## config.mk

```make
export PLATFORM = sky130hd
export DESIGN_NAME = pinchg_irq_ctrl
export DESIGN_NICKNAME = d
export VERILOG_FILES = /design/src/rtl/pinchg_pkg.sv /design/src/rtl/pinchg_sync.sv /design/src/rtl/pinchg_edge_det.sv /design/src/rtl/pinchg_regs.sv /design/src/rtl/pinchg_irq_ctrl.sv
export SDC_FILE = /design/constraint.sdc
export NUM_CORES = 1
export LEC_CHECK = 0
export ABC_AREA = 0
export BUFFER_PORTS_ARGS = -buffer_cell sky130_fd_sc_hd__buf_2
export CORE_MARGIN = 2
export CORE_UTILIZATION = 50
export DETAILED_ROUTE_END_ITERATION = 7
export PLACE_DENSITY = 0.85
export SYNTH_ARGS = -nofsm -noshare
export SYNTH_HDL_FRONTEND = slang
export SYNTH_SLANG_ARGS = --single-unit
```

## constraint.sdc

```tcl
create_clock -name clk -period 2.6 [get_ports clk]
set_clock_uncertainty 0.1 [all_clocks]
set_input_delay 0.26 -clock clk [delete_from_list [all_inputs] [get_ports clk]]
set_output_delay 0.26 -clock clk [all_outputs]
set_load 0.02 [all_outputs]
```

## src/rtl/pinchg_pkg.sv

```systemverilog
package pinchg_pkg;

  typedef enum logic [1:0] {
    SEL_NONE = 2'd0,
    SEL_MASK = 2'd1,
    SEL_FLAG = 2'd2,
    SEL_CTRL = 2'd3
  } reg_sel_e;

  localparam int FLAG_BIT = 0;
  localparam int EN_BIT   = 0;

endpackage

```

## src/rtl/pinchg_sync.sv

```systemverilog
module pinchg_sync #(
  parameter int WIDTH  = 4,
  parameter int STAGES = 2
) (
  input  logic             clk,
  input  logic             rst,
  input  logic [WIDTH-1:0] din,
  output logic [WIDTH-1:0] dout
);

  generate
    if (STAGES <= 1) begin : g_single
      logic [WIDTH-1:0] stg_q;
      always_ff @(posedge clk) begin
        if (rst) stg_q <= '0;
        else     stg_q <= din;
      end
      assign dout = stg_q;
    end else begin : g_chain
      logic [STAGES-1:0][WIDTH-1:0] stg_q;
      always_ff @(posedge clk) begin
        if (rst) stg_q <= '0;
        else     stg_q <= {stg_q[STAGES-2:0], din};
      end
      assign dout = stg_q[STAGES-1];
    end
  endgenerate

endmodule

```

## src/rtl/pinchg_edge_det.sv

```systemverilog
module pinchg_edge_det #(
  parameter int WIDTH = 4
) (
  input  logic             clk,
  input  logic             rst,
  input  logic [WIDTH-1:0] level_i,
  input  logic [WIDTH-1:0] sel_i,
  output logic             any_chg_o
);

  logic [WIDTH-1:0] prev_q;
  logic [WIDTH-1:0] chg;

  always_ff @(posedge clk) begin
    if (rst) prev_q <= '0;
    else     prev_q <= level_i;
  end

  for (genvar i = 0; i < WIDTH; i++) begin : g_pin
    assign chg[i] = (level_i[i] ^ prev_q[i]) & sel_i[i];
  end

  assign any_chg_o = |chg;

endmodule

```

## src/rtl/pinchg_regs.sv

```systemverilog
module pinchg_regs
  import pinchg_pkg::*;
#(
  parameter int              NUM_PINS  = 4,
  parameter int              ADDR_W    = 6,
  parameter int              DATA_W    = 8,
  parameter logic [ADDR_W-1:0] MASK_ADDR = 'h10,
  parameter logic [ADDR_W-1:0] FLAG_ADDR = 'h11,
  parameter logic [ADDR_W-1:0] CTRL_ADDR = 'h12
) (
  input  logic                clk,
  input  logic                rst,
  input  logic [ADDR_W-1:0]   addr_i,
  input  logic [DATA_W-1:0]   wdata_i,
  input  logic                we_i,
  input  logic                any_chg_i,
  input  logic                ack_i,
  output logic [NUM_PINS-1:0] mask_o,
  output logic                en_o,
  output logic                flag_o,
  output logic [DATA_W-1:0]   rdata_o
);

  reg_sel_e            sel;
  logic [NUM_PINS-1:0] mask_q;
  logic                en_q;
  logic                flag_q;
  logic                sw_clr;
  logic [DATA_W-1:0]   rdata_d;
  logic [DATA_W-1:0]   rdata_q;
  logic                wdata_unused;

  assign wdata_unused = ^wdata_i;

  always_comb begin
    if      (addr_i == MASK_ADDR) sel = SEL_MASK;
    else if (addr_i == FLAG_ADDR) sel = SEL_FLAG;
    else if (addr_i == CTRL_ADDR) sel = SEL_CTRL;
    else                          sel = SEL_NONE;
  end

  assign sw_clr = we_i && (sel == SEL_FLAG) && wdata_i[FLAG_BIT];

  always_ff @(posedge clk) begin
    if (rst)                            mask_q <= '0;
    else if (we_i && sel == SEL_MASK)   mask_q <= wdata_i[NUM_PINS-1:0];
  end

  always_ff @(posedge clk) begin
    if (rst)                            en_q <= 1'b0;
    else if (we_i && sel == SEL_CTRL)   en_q <= wdata_i[EN_BIT];
  end

  // set has priority over both clear sources
  always_ff @(posedge clk) begin
    if (rst)                    flag_q <= 1'b0;
    else if (any_chg_i)         flag_q <= 1'b1;
    else if (ack_i || sw_clr)   flag_q <= 1'b0;
  end

  always_comb begin
    rdata_d = '0;
    unique case (sel)
      SEL_MASK: rdata_d[NUM_PINS-1:0] = mask_q;
      SEL_FLAG: rdata_d[FLAG_BIT]     = flag_q;
      SEL_CTRL: rdata_d[EN_BIT]       = en_q;
      default:  rdata_d = '0;
    endcase
  end

  always_ff @(posedge clk) begin
    if (rst) rdata_q <= '0;
    else     rdata_q <= rdata_d;
  end

  assign mask_o  = mask_q;
  assign en_o    = en_q;
  assign flag_o  = flag_q;
  assign rdata_o = rdata_q;

endmodule

```

## src/rtl/pinchg_irq_ctrl.sv

```systemverilog
module pinchg_irq_ctrl #(
  parameter int                NUM_PINS    = 4,
  parameter int                SYNC_STAGES = 2,
  parameter int                ADDR_W      = 6,
  parameter int                DATA_W      = 8,
  parameter logic [ADDR_W-1:0] MASK_ADDR   = 'h10,
  parameter logic [ADDR_W-1:0] FLAG_ADDR   = 'h11,
  parameter logic [ADDR_W-1:0] CTRL_ADDR   = 'h12
) (
  input  logic                clk,
  input  logic                rst,
  input  logic [NUM_PINS-1:0] pins_i,
  input  logic                gie_i,
  input  logic                irq_ack_i,
  input  logic [ADDR_W-1:0]   bus_addr_i,
  input  logic [DATA_W-1:0]   bus_wdata_i,
  input  logic                bus_we_i,
  output logic [DATA_W-1:0]   bus_rdata_o,
  output logic                irq_o
);

  logic [NUM_PINS-1:0] pin_sync;
  logic [NUM_PINS-1:0] mask_w;
  logic                any_chg_w;
  logic                en_w;
  logic                flag_w;
  logic                irq_q;

  pinchg_sync #(
    .WIDTH  (NUM_PINS),
    .STAGES (SYNC_STAGES)
  ) u_sync (
    .clk  (clk),
    .rst  (rst),
    .din  (pins_i),
    .dout (pin_sync)
  );

  pinchg_edge_det #(
    .WIDTH (NUM_PINS)
  ) u_edge (
    .clk       (clk),
    .rst       (rst),
    .level_i   (pin_sync),
    .sel_i     (mask_w),
    .any_chg_o (any_chg_w)
  );

  pinchg_regs #(
    .NUM_PINS  (NUM_PINS),
    .ADDR_W    (ADDR_W),
    .DATA_W    (DATA_W),
    .MASK_ADDR (MASK_ADDR),
    .FLAG_ADDR (FLAG_ADDR),
    .CTRL_ADDR (CTRL_ADDR)
  ) u_regs (
    .clk       (clk),
    .rst       (rst),
    .addr_i    (bus_addr_i),
    .wdata_i   (bus_wdata_i),
    .we_i      (bus_we_i),
    .any_chg_i (any_chg_w),
    .ack_i     (irq_ack_i),
    .mask_o    (mask_w),
    .en_o      (en_w),
    .flag_o    (flag_w),
    .rdata_o   (bus_rdata_o)
  );

  always_ff @(posedge clk) begin
    if (rst) irq_q <= 1'b0;
    else     irq_q <= flag_w & en_w & gie_i;
  end

  assign irq_o = irq_q;

endmodule

```

After elaboration in Yosys (flattened, before gate mapping)
Index checks and enable logic that the tools add are counted.
{"block": "totals", "romBits": 0, "ramBits": 0, "input_bits": 23, "wordCells": 41, "reg_bits": 27, "latchBits": 0, "output_inout_bits": 9, "n_memories": 0}
{"block": "op_classes", "muxes": 6, "shift": 0, "eq_ne": 6, "mul": 0, "bitwise": 11, "div": 0, "reduce_logical": 8, "order_cmp": 0, "n_addsub": 0}
{"operator": "$eq A6 B5 Y1 const B", "n": 3}
{"operator": "$and A1 B1 Y1", "n": 6}
{"operator": "$mux W2", "n": 3}
{"operator": "$eq A2 B2 Y1 const B", "n": 2}
{"operator": "$logic_and A1 B1 Y1", "n": 4}
{"operator": "$reduce_or A4 Y1", "n": 1}
{"operator": "$xor A1 B1 Y1", "n": 4}
{"operator": "$pmux W1 S3", "n": 1}
{"operator": "$eq A2 B1 Y1 const B", "n": 1}
{"operator": "$mux W1", "n": 2}
{"operator": "$reduce_bool A2 Y1", "n": 1}
{"operator": "$reduce_or A2 Y1", "n": 1}
{"operator": "$logic_or A1 B1 Y1", "n": 1}
{"operator": "$not A1 Y1", "n": 1}

Depth between registers and ports, before layout
Gate-level depths: netlist (run 1).
{"block": "logic_depth", "word_depth": 10, "mapped_depth": 3, "mapped_depth_nobuf": 3}

Hierarchy
From an unflattened synthesis (run 1), not the netlist that was laid out.
{"block": "unflattened", "hier_cells": 87, "area_unflattened_um2": 899.6}
{"mod": "pinchg_regs", "area_per_inst_um2": 470.5, "cells_each": 50, "seq_area_each_um2": 200.2, "n_inst": 1}
{"mod": "pinchg_sync", "area_per_inst_um2": 240.2, "cells_each": 20, "seq_area_each_um2": 160.2, "n_inst": 1}
{"mod": "pinchg_edge_det", "area_per_inst_um2": 158.9, "cells_each": 15, "seq_area_each_um2": 80.1, "n_inst": 1}
{"mod": "pinchg_irq_ctrl", "area_per_inst_um2": 30.0, "cells_each": 2, "seq_area_each_um2": 20.0, "n_inst": 1}

Worst setup path before layout (run 1)
OpenSTA, ideal clock, no wires.
{"block": "synth_timing", "kind": "in2reg", "from": "input bus_addr_i[3]", "to": "register u_regs.mask_q[0] (netlist: u_regs.mask_o[0])", "path_buffers": 0, "cell_stages": 3, "path_slack_ps": 1013, "t_required_ps": 2428, "arrival_time_ps": 1415, "setup_time_ps": 72, "path_cell_list": "or4b_4 > nor4b_4 > mux2i_1"}
{"block": "synth_between", "elab_chain_len": 6, "word_cells_on_any_way": 8, "cone_classes": "4 x eq/ne; 3 x mux; 1 x reduce/logical"}
{"item": "start, declared", "line": "pinchg_irq_ctrl.sv:15", "text": "input logic [ADDR_W-1:0] bus_addr_i,"}
{"item": "$eq A6 B5 Y1", "line": "pinchg_regs.sv:38", "text": "else if (addr_i == CTRL_ADDR) sel = SEL_CTRL;"}
{"item": "$mux W2", "line": "pinchg_regs.sv:38"}
{"item": "$mux W2", "line": "pinchg_regs.sv:37", "text": "else if (addr_i == FLAG_ADDR) sel = SEL_FLAG;"}
{"item": "$mux W2 *", "line": "pinchg_regs.sv:36", "text": "if (addr_i == MASK_ADDR) sel = SEL_MASK;"}
{"item": "$eq A2 B1 Y1 *", "line": "pinchg_regs.sv:46", "text": "else if (we_i && sel == SEL_MASK) mask_q <= wdata_i[NUM_PINS-1:0];"}
{"item": "$logic_and A1 B1 Y1 *", "line": "pinchg_regs.sv:46"}
{"item": "end signal, assigned", "line": "pinchg_regs.sv:46"}
{"item": "end, declared", "line": "pinchg_regs.sv:25", "text": "logic [NUM_PINS-1:0] mask_q;"}
Mark *: on every way between the ends. The rest lies on a longest branch, timed or not.
A chain may end at the register's enable or synchronous reset.

Worst setup path after layout (run 1)
Same ends and word-level chain as after synthesis.

==> impl_metrics.ini, run 1 <==
[routing]
wl_per_cell_um = 10.2
routed_wirelength_mm = 1.24
met3_length_um = 81
detail_route.first_pass.iterations = 4
routedLengthMet1_um = 527
dr.first_iter.drc_count = 11
postRouteAntennaNets = 0
detail_route.vias_per_cell = 4.91
route.detailed.drc = 0
met2_length_um = 611
vias = 594
maxUsedRoutingLayer = met4

[synth]
synth.largest_area_cell = dfxtp_1
synth_area_per_cell_um2 = 10.9
synth.yosys.seq_area_share = 0.529
syn-instance-count = 80
synth.ff_latch_count = 23
synth.top_cells.by_area = dfxtp_1 53%, nor2b_1 9.3%, mux2i_1 6.9%, nand2b_1 6.5%, xor2_1 4.0%
warning_count_from_the_yosys_run = 0
post-synth-top-area-fraction = 0.529
netlist-cell-type-count = 21
post_synthesis_instance_area_um2 = 871

[global_routing]
global_route_wire_length_before_repair_mm = 1.99
global_route.overflow_total = 0
grt_antenna_before_repair = 0
grtUsageTotal = 0.137
first_global_vias = 518
grt_start_max_net_pins = 25

[worst_setup_path]
crit_fanout = 4
worst_ep_required_time_ns = 2.74
worst-r2r-cell-count = 3
endpoint_class_of_the_critical_path = flip-flop
critPathKind = in -> reg
worst_path_max_delay_cell = or4b_4
critPathTopFamily = simple AND/OR/NAND/NOR gates
total_number_of_cells_along_the_worst_setup_path = 4
worstPathBufferInverterCount = 1
worstPathCellList = buf_2, or4b_4, nor4b_4, mux2i_1
cp_slowest_stage_delay_ns = 0.57
cp_data_arrival_time_ns = 1.61
critical_path.startpoint_type = input port

[layout]
area_delta_synth_final_pct = 15.8
num-nets-final = 128
final_core_utilization = 0.597
antenna_cells_inserted = 0
post-route-cell-area_um2 = 1010
n_fill_cell = 151
post_route_cells_drive_above_1_share = 0.279
finalNonFillerCells = 121

[sta]
final_critical_path_setup_slack_ns = 1.12
final-max-slew-violation-count = 0
timing.final.crit_share = 0.568
timing.final.setup_violations = 0
fin_worst_hold_slack_ns = 0.0584
rsz_0062_raised_after_global_routing = no
hold_violations = 0
achievable-frequency_ghz = 0.677
setup-tns-final_ns = 0
final.min_clock_period_ns = 1.48

[die]
fp.coreArea_um2 = 1690
dieHeight_um = 45.7
floorplan.io_pins = 32
die_w_um = 45.7
floorplan.rows = 15
dieArea_um2 = 2090
initial_utilization = 0.516

[clocking]
cts_tree = done
ctsHtreeMaxLevel = 1
total_cts_buffers = 3
clock-sinks = 23
number_of_buffers_between_clock_root_and_the_deepest_sink = 2
cts_root_buf = clkbuf_4
number_of_gates_resized_after_cts = 0
cts_setup_buffers = 0
holdBufCountCts = 0
worstSkewPairLatency_ns = 0.30
clk_pin_slew_ns = 0.12

[power]
p_leak_nw = 0.461
totalPowerFinal_uw = 561
powerDensity_nw_per_um2 = 556
ir_drop_v = 0.000306

[run_status]
status = complete, no violations

[placement]
portBuffers = 23
place_worst_setup_slack_ns = 0.784
placed_cells_incl_taps = 117
globalplace.congestion = 0.783
dpl-instance-area_um2 = 981
hpwlAfterDp_um = 956

[min_path]
min_path_type = in -> reg
min_delay_path_depth = 2

[flow_run]
cap_violations = 0
[power by group]
part,switching [mW],internal (mW)
registers,0.00295,0.360
logic,0.0207,0.0210
clock network,0.0992,0.0573
total,0.123,0.438
[state kept, by name (all words and copies together) (netlist names)]
name	count
u_regs.en_o	1
irq_o	1
u_edge.prev_q	4
u_regs.mask_o	4
u_sync.dout	4
u_regs.rdata_o	4
u_regs.flag_o	1
u_sync.g_chain.stg_q	4
[layer usage]
| metal | global-route usage | vias up |
|---|---|---|
| met3 | 0.0357 | 2 |
| met5 | 0 | - |
| met2 | 0.242 | 19 |
| met1 | 0.143 | 268 |
| li1 | - | 305 |
| met4 | 0.0857 | 0 |
[placed cells by master (no fill, tap or decap), types with 2 or more instances in the layout]
cell and instances:
buf_2 23, conb_1 4, a22oi_1 2, o21ai_0 2
nor2b_1 13, and3_1 3, mux2i_1 6, dfxtp_1 23
nand2b_1 9, nor2_1 2, clkbuf_4 3, xor2_1 4
[logic make-up (layout without fill, tap and decap cells)]
family,after synthesis,after routing,share of synthesized area
AOI/OAI and AO/OA,5,5,0.0359
xor gates and xnor gates,4,4,0.0402
buffers and inverters,6,27,0.0431
DFF,23,23,0.529
muxes,6,6,0.0690
other,1,4,0.00431
and+or+nand+nor,35,35,0.279
[worst paths after layout]
kind / from / to / slack (ns)
min reg2reg: u_sync.g_chain.stg_q[2] / u_sync.dout[2] / 0.36
max reg2reg: u_sync.dout[3] / u_regs.flag_o / 1.62
min: pins_i[3] / u_sync.g_chain.stg_q[3] / 0.06
max: bus_addr_i[3] / u_regs.mask_o[0] / 1.12
[cell usage after synthesis]
cell type and instances:
clkbuf_1 2, and2_1 1, xor2_1 4, dfxtp_1 23
and3_1 3, nor3_1 1, o21ai_0 2, nor4b_4 1
nor2_1 2, nand2_1 1, conb_1 1, nand3b_1 1
nand4b_1 1, nor2b_1 13, and4b_1 1, or4b_4 1
a31oi_1 1, a22oi_1 2, buf_4 4, mux2i_1 6
nand2b_1 9
[final cells by class]
class | instances | area [µm²] | share of cell area
sequential | 23 | 460 | 0.457
tap | 17 | 21.3 | 0.0211
timing repair buffer | 23 | 115 | 0.114
clock buffer | 3 | 22.5 | 0.0223
multi-input combinational | 54 | 384 | 0.381
clock inverter | 1 | 5.00 | 0.00496
Power figures use the tool's default switching activity.
==> run 2, diff against run 1 <==
--- a/config.mk
+++ b/config.mk
@@ -8,9 +8,9 @@
 export ABC_AREA = 0
 export BUFFER_PORTS_ARGS = -buffer_cell sky130_fd_sc_hd__buf_2
 export CORE_MARGIN = 2
-export CORE_UTILIZATION = 50
+export CORE_UTILIZATION = 46
 export DETAILED_ROUTE_END_ITERATION = 7
-export PLACE_DENSITY = 0.85
+export PLACE_DENSITY = 0.79
 export SYNTH_ARGS = -nofsm -noshare
 export SYNTH_HDL_FRONTEND = slang
 export SYNTH_SLANG_ARGS = --single-unit
==> constraint.sdc (replaced) <==
create_clock -name clk -period 1.4 [get_ports clk]
set_clock_uncertainty 0.1 [all_clocks]
set_input_delay 0.14 -clock clk [delete_from_list [all_inputs] [get_ports clk]]
set_output_delay 0.14 -clock clk [all_outputs]
set_load 0.02 [all_outputs]
==> run 2 against run 1 <==
Against the previous run: core utilization up 4.1 points; first-iteration DRC count down 73%; global-route usage up 0.47 points; sequential power up 86%; non-clock buffer count up 10; power up 89%; critical path type unchanged; critical endpoint is now u_regs.mask_o[3].
==> impl_metrics.ini, run 2 (synthesis gave the netlist of run 1 again) <==
[placement]
place_worst_setup_slack_ns = -0.226
dpl-instance-area_um2 = 1010
globalplace.congestion = 0.750
portBuffers = 23

[sta]
final-max-slew-violation-count = 0
final.min_clock_period_ns = 1.29
fin_worst_hold_slack_ns = 0.0267
achievable-frequency_ghz = 0.773
hold_violations = 0
timing.final.setup_violations = 0
final_critical_path_setup_slack_ns = 0.106
timing.final.crit_share = 0.924
rsz_0062_raised_after_global_routing = no
setup-tns-final_ns = 0

[worst_setup_path]
r2r_end = u_regs.flag_o
critical_path.startpoint_type = input port
endpoint_class_of_the_critical_path = flip-flop
worst_ep_required_time_ns = 1.54
critPathKind = in -> reg
endpoint = u_regs.mask_o[3]
critPathLaunch = bus_addr_i[3]
worst-r2r-cell-count = 3
reg2reg_from = u_edge.prev_q[3]
worst-r2r-setup-slack_ns = 0.40
cp_data_arrival_time_ns = 1.43
crit_fanout = 4

[layout]
num-nets-final = 138
most-common-layout-cells = 23 x buf_2, 23 x dfxtp_1, 13 x nor2b_1, 9 x nand2b_1, 8 x dlygate4sd3_1
area_delta_synth_final_pct = 27.9
post_route_cells_drive_above_1_share = 0.272
post-route-cell-area_um2 = 1110
antenna_cells_inserted = 0

[power]
powerDensity_nw_per_um2 = 955
p_leak_nw = 0.504
ir_drop_v = 0.000570

[global_routing]
global_route.overflow_total = 0
grt_antenna_before_repair = 0
global_route_wire_length_before_repair_mm = 2.12
grt_start_max_net_pins = 25
first_global_vias = 536
grtUsageTotal = 0.142

[clocking]
number_of_gates_resized_after_cts = 0
cts_tree = done
clock-sinks = 23
worstSkewPairLatency_ns = 0.30
number_of_buffers_between_clock_root_and_the_deepest_sink = 2
cts_root_buf = clkbuf_4
clk_pin_slew_ns = 0.12
ctsHtreeMaxLevel = 1
total_cts_buffers = 3

[routing]
vias = 620
detail_route.vias_per_cell = 4.46
routed_wirelength_mm = 1.46
route.detailed.drc = 0
wl_per_cell_um = 10.5
postRouteAntennaNets = 0
detail_route.first_pass.iterations = 4
dr.first_iter.drc_count = 3

[die]
floorplan.rows = 15
dieArea_um2 = 2260
floorplan.io_pins = 32
initial_utilization = 0.499
die_w_um = 47.5
fp.coreArea_um2 = 1750
dieHeight_um = 47.5

[run_status]
status = complete, no violations

[min_path]
hold_path_startpoint = irq_ack_i
min_path_type = in -> reg

[flow_run]
cap_violations = 0
[run 2: changes by cell type in the layout (fill, tap and decap cells not counted)]
cell           delta
dlygate4sd3_1     +8
buf_4             +2
[run 2: routing by layer]
layer	share of wire	up-vias	wire length, µm	track usage
met3	0.040	2	59	0.0340
met2	0.50	18	723	0.259
met1	0.44	275	644	0.139
li1	-	325	-	-
met5	0	-	0	0
met4	0.020	0	29	0.100
[run 2: metrics by stage]
| step | power [mW] | util | instances |
|---|---|---|---|
| after global placement | 0.767 | 0.576 | 127 |
| after detailed placement | 0.769 | 0.576 | 127 |
| final | 1.06 | 0.638 | 139 |
| after global routing | 1.12 | 0.638 | 139 |
| after floorplan | 0.741 | - | 83 |
| after CTS | 1.08 | 0.638 | 139 |
[run 2: power by group]
group          leakage, nW  switching, mW  internal [mW]
registers            0.187        0.00545          0.669
logic                0.299         0.0433         0.0546
clock network       0.0177          0.185          0.106
[run 2: critical path: stages]
cell,delay (ns)
buf_2,0.10
or4b_4,0.55
nor4b_4,0.26
buf_4,0.19
mux2i_1,0.20
[run 2: worst min path at each step]
stage,to,depth (start not counted)
final,u_regs.flag_o,4
after global routing,u_regs.mask_o[0],3
after CTS,u_regs.flag_o,4
after detailed placement,u_sync.g_chain.stg_q[0],2
after global placement,u_sync.g_chain.stg_q[3],2
after floorplan,u_sync.g_chain.stg_q[0],1
[run 2: area by class of cell]
type / instances / area (µm²)
clock buffers: 3 / 22.5
clock inverters: 1 / 5.00
fillers: 155 / 632
multi-input cells: 54 / 384
flip-flops and latches: 23 / 460
well taps: 25 / 31.3
repair buffers: 33 / 210
[run 2: repair_timing]
| action | CTS | global route |
|---|---|---|
| hold buffers | 8 | 0 |
| setup buffers | 0 | 0 |
| endpoints found under the hold margin | 8 | 0 |
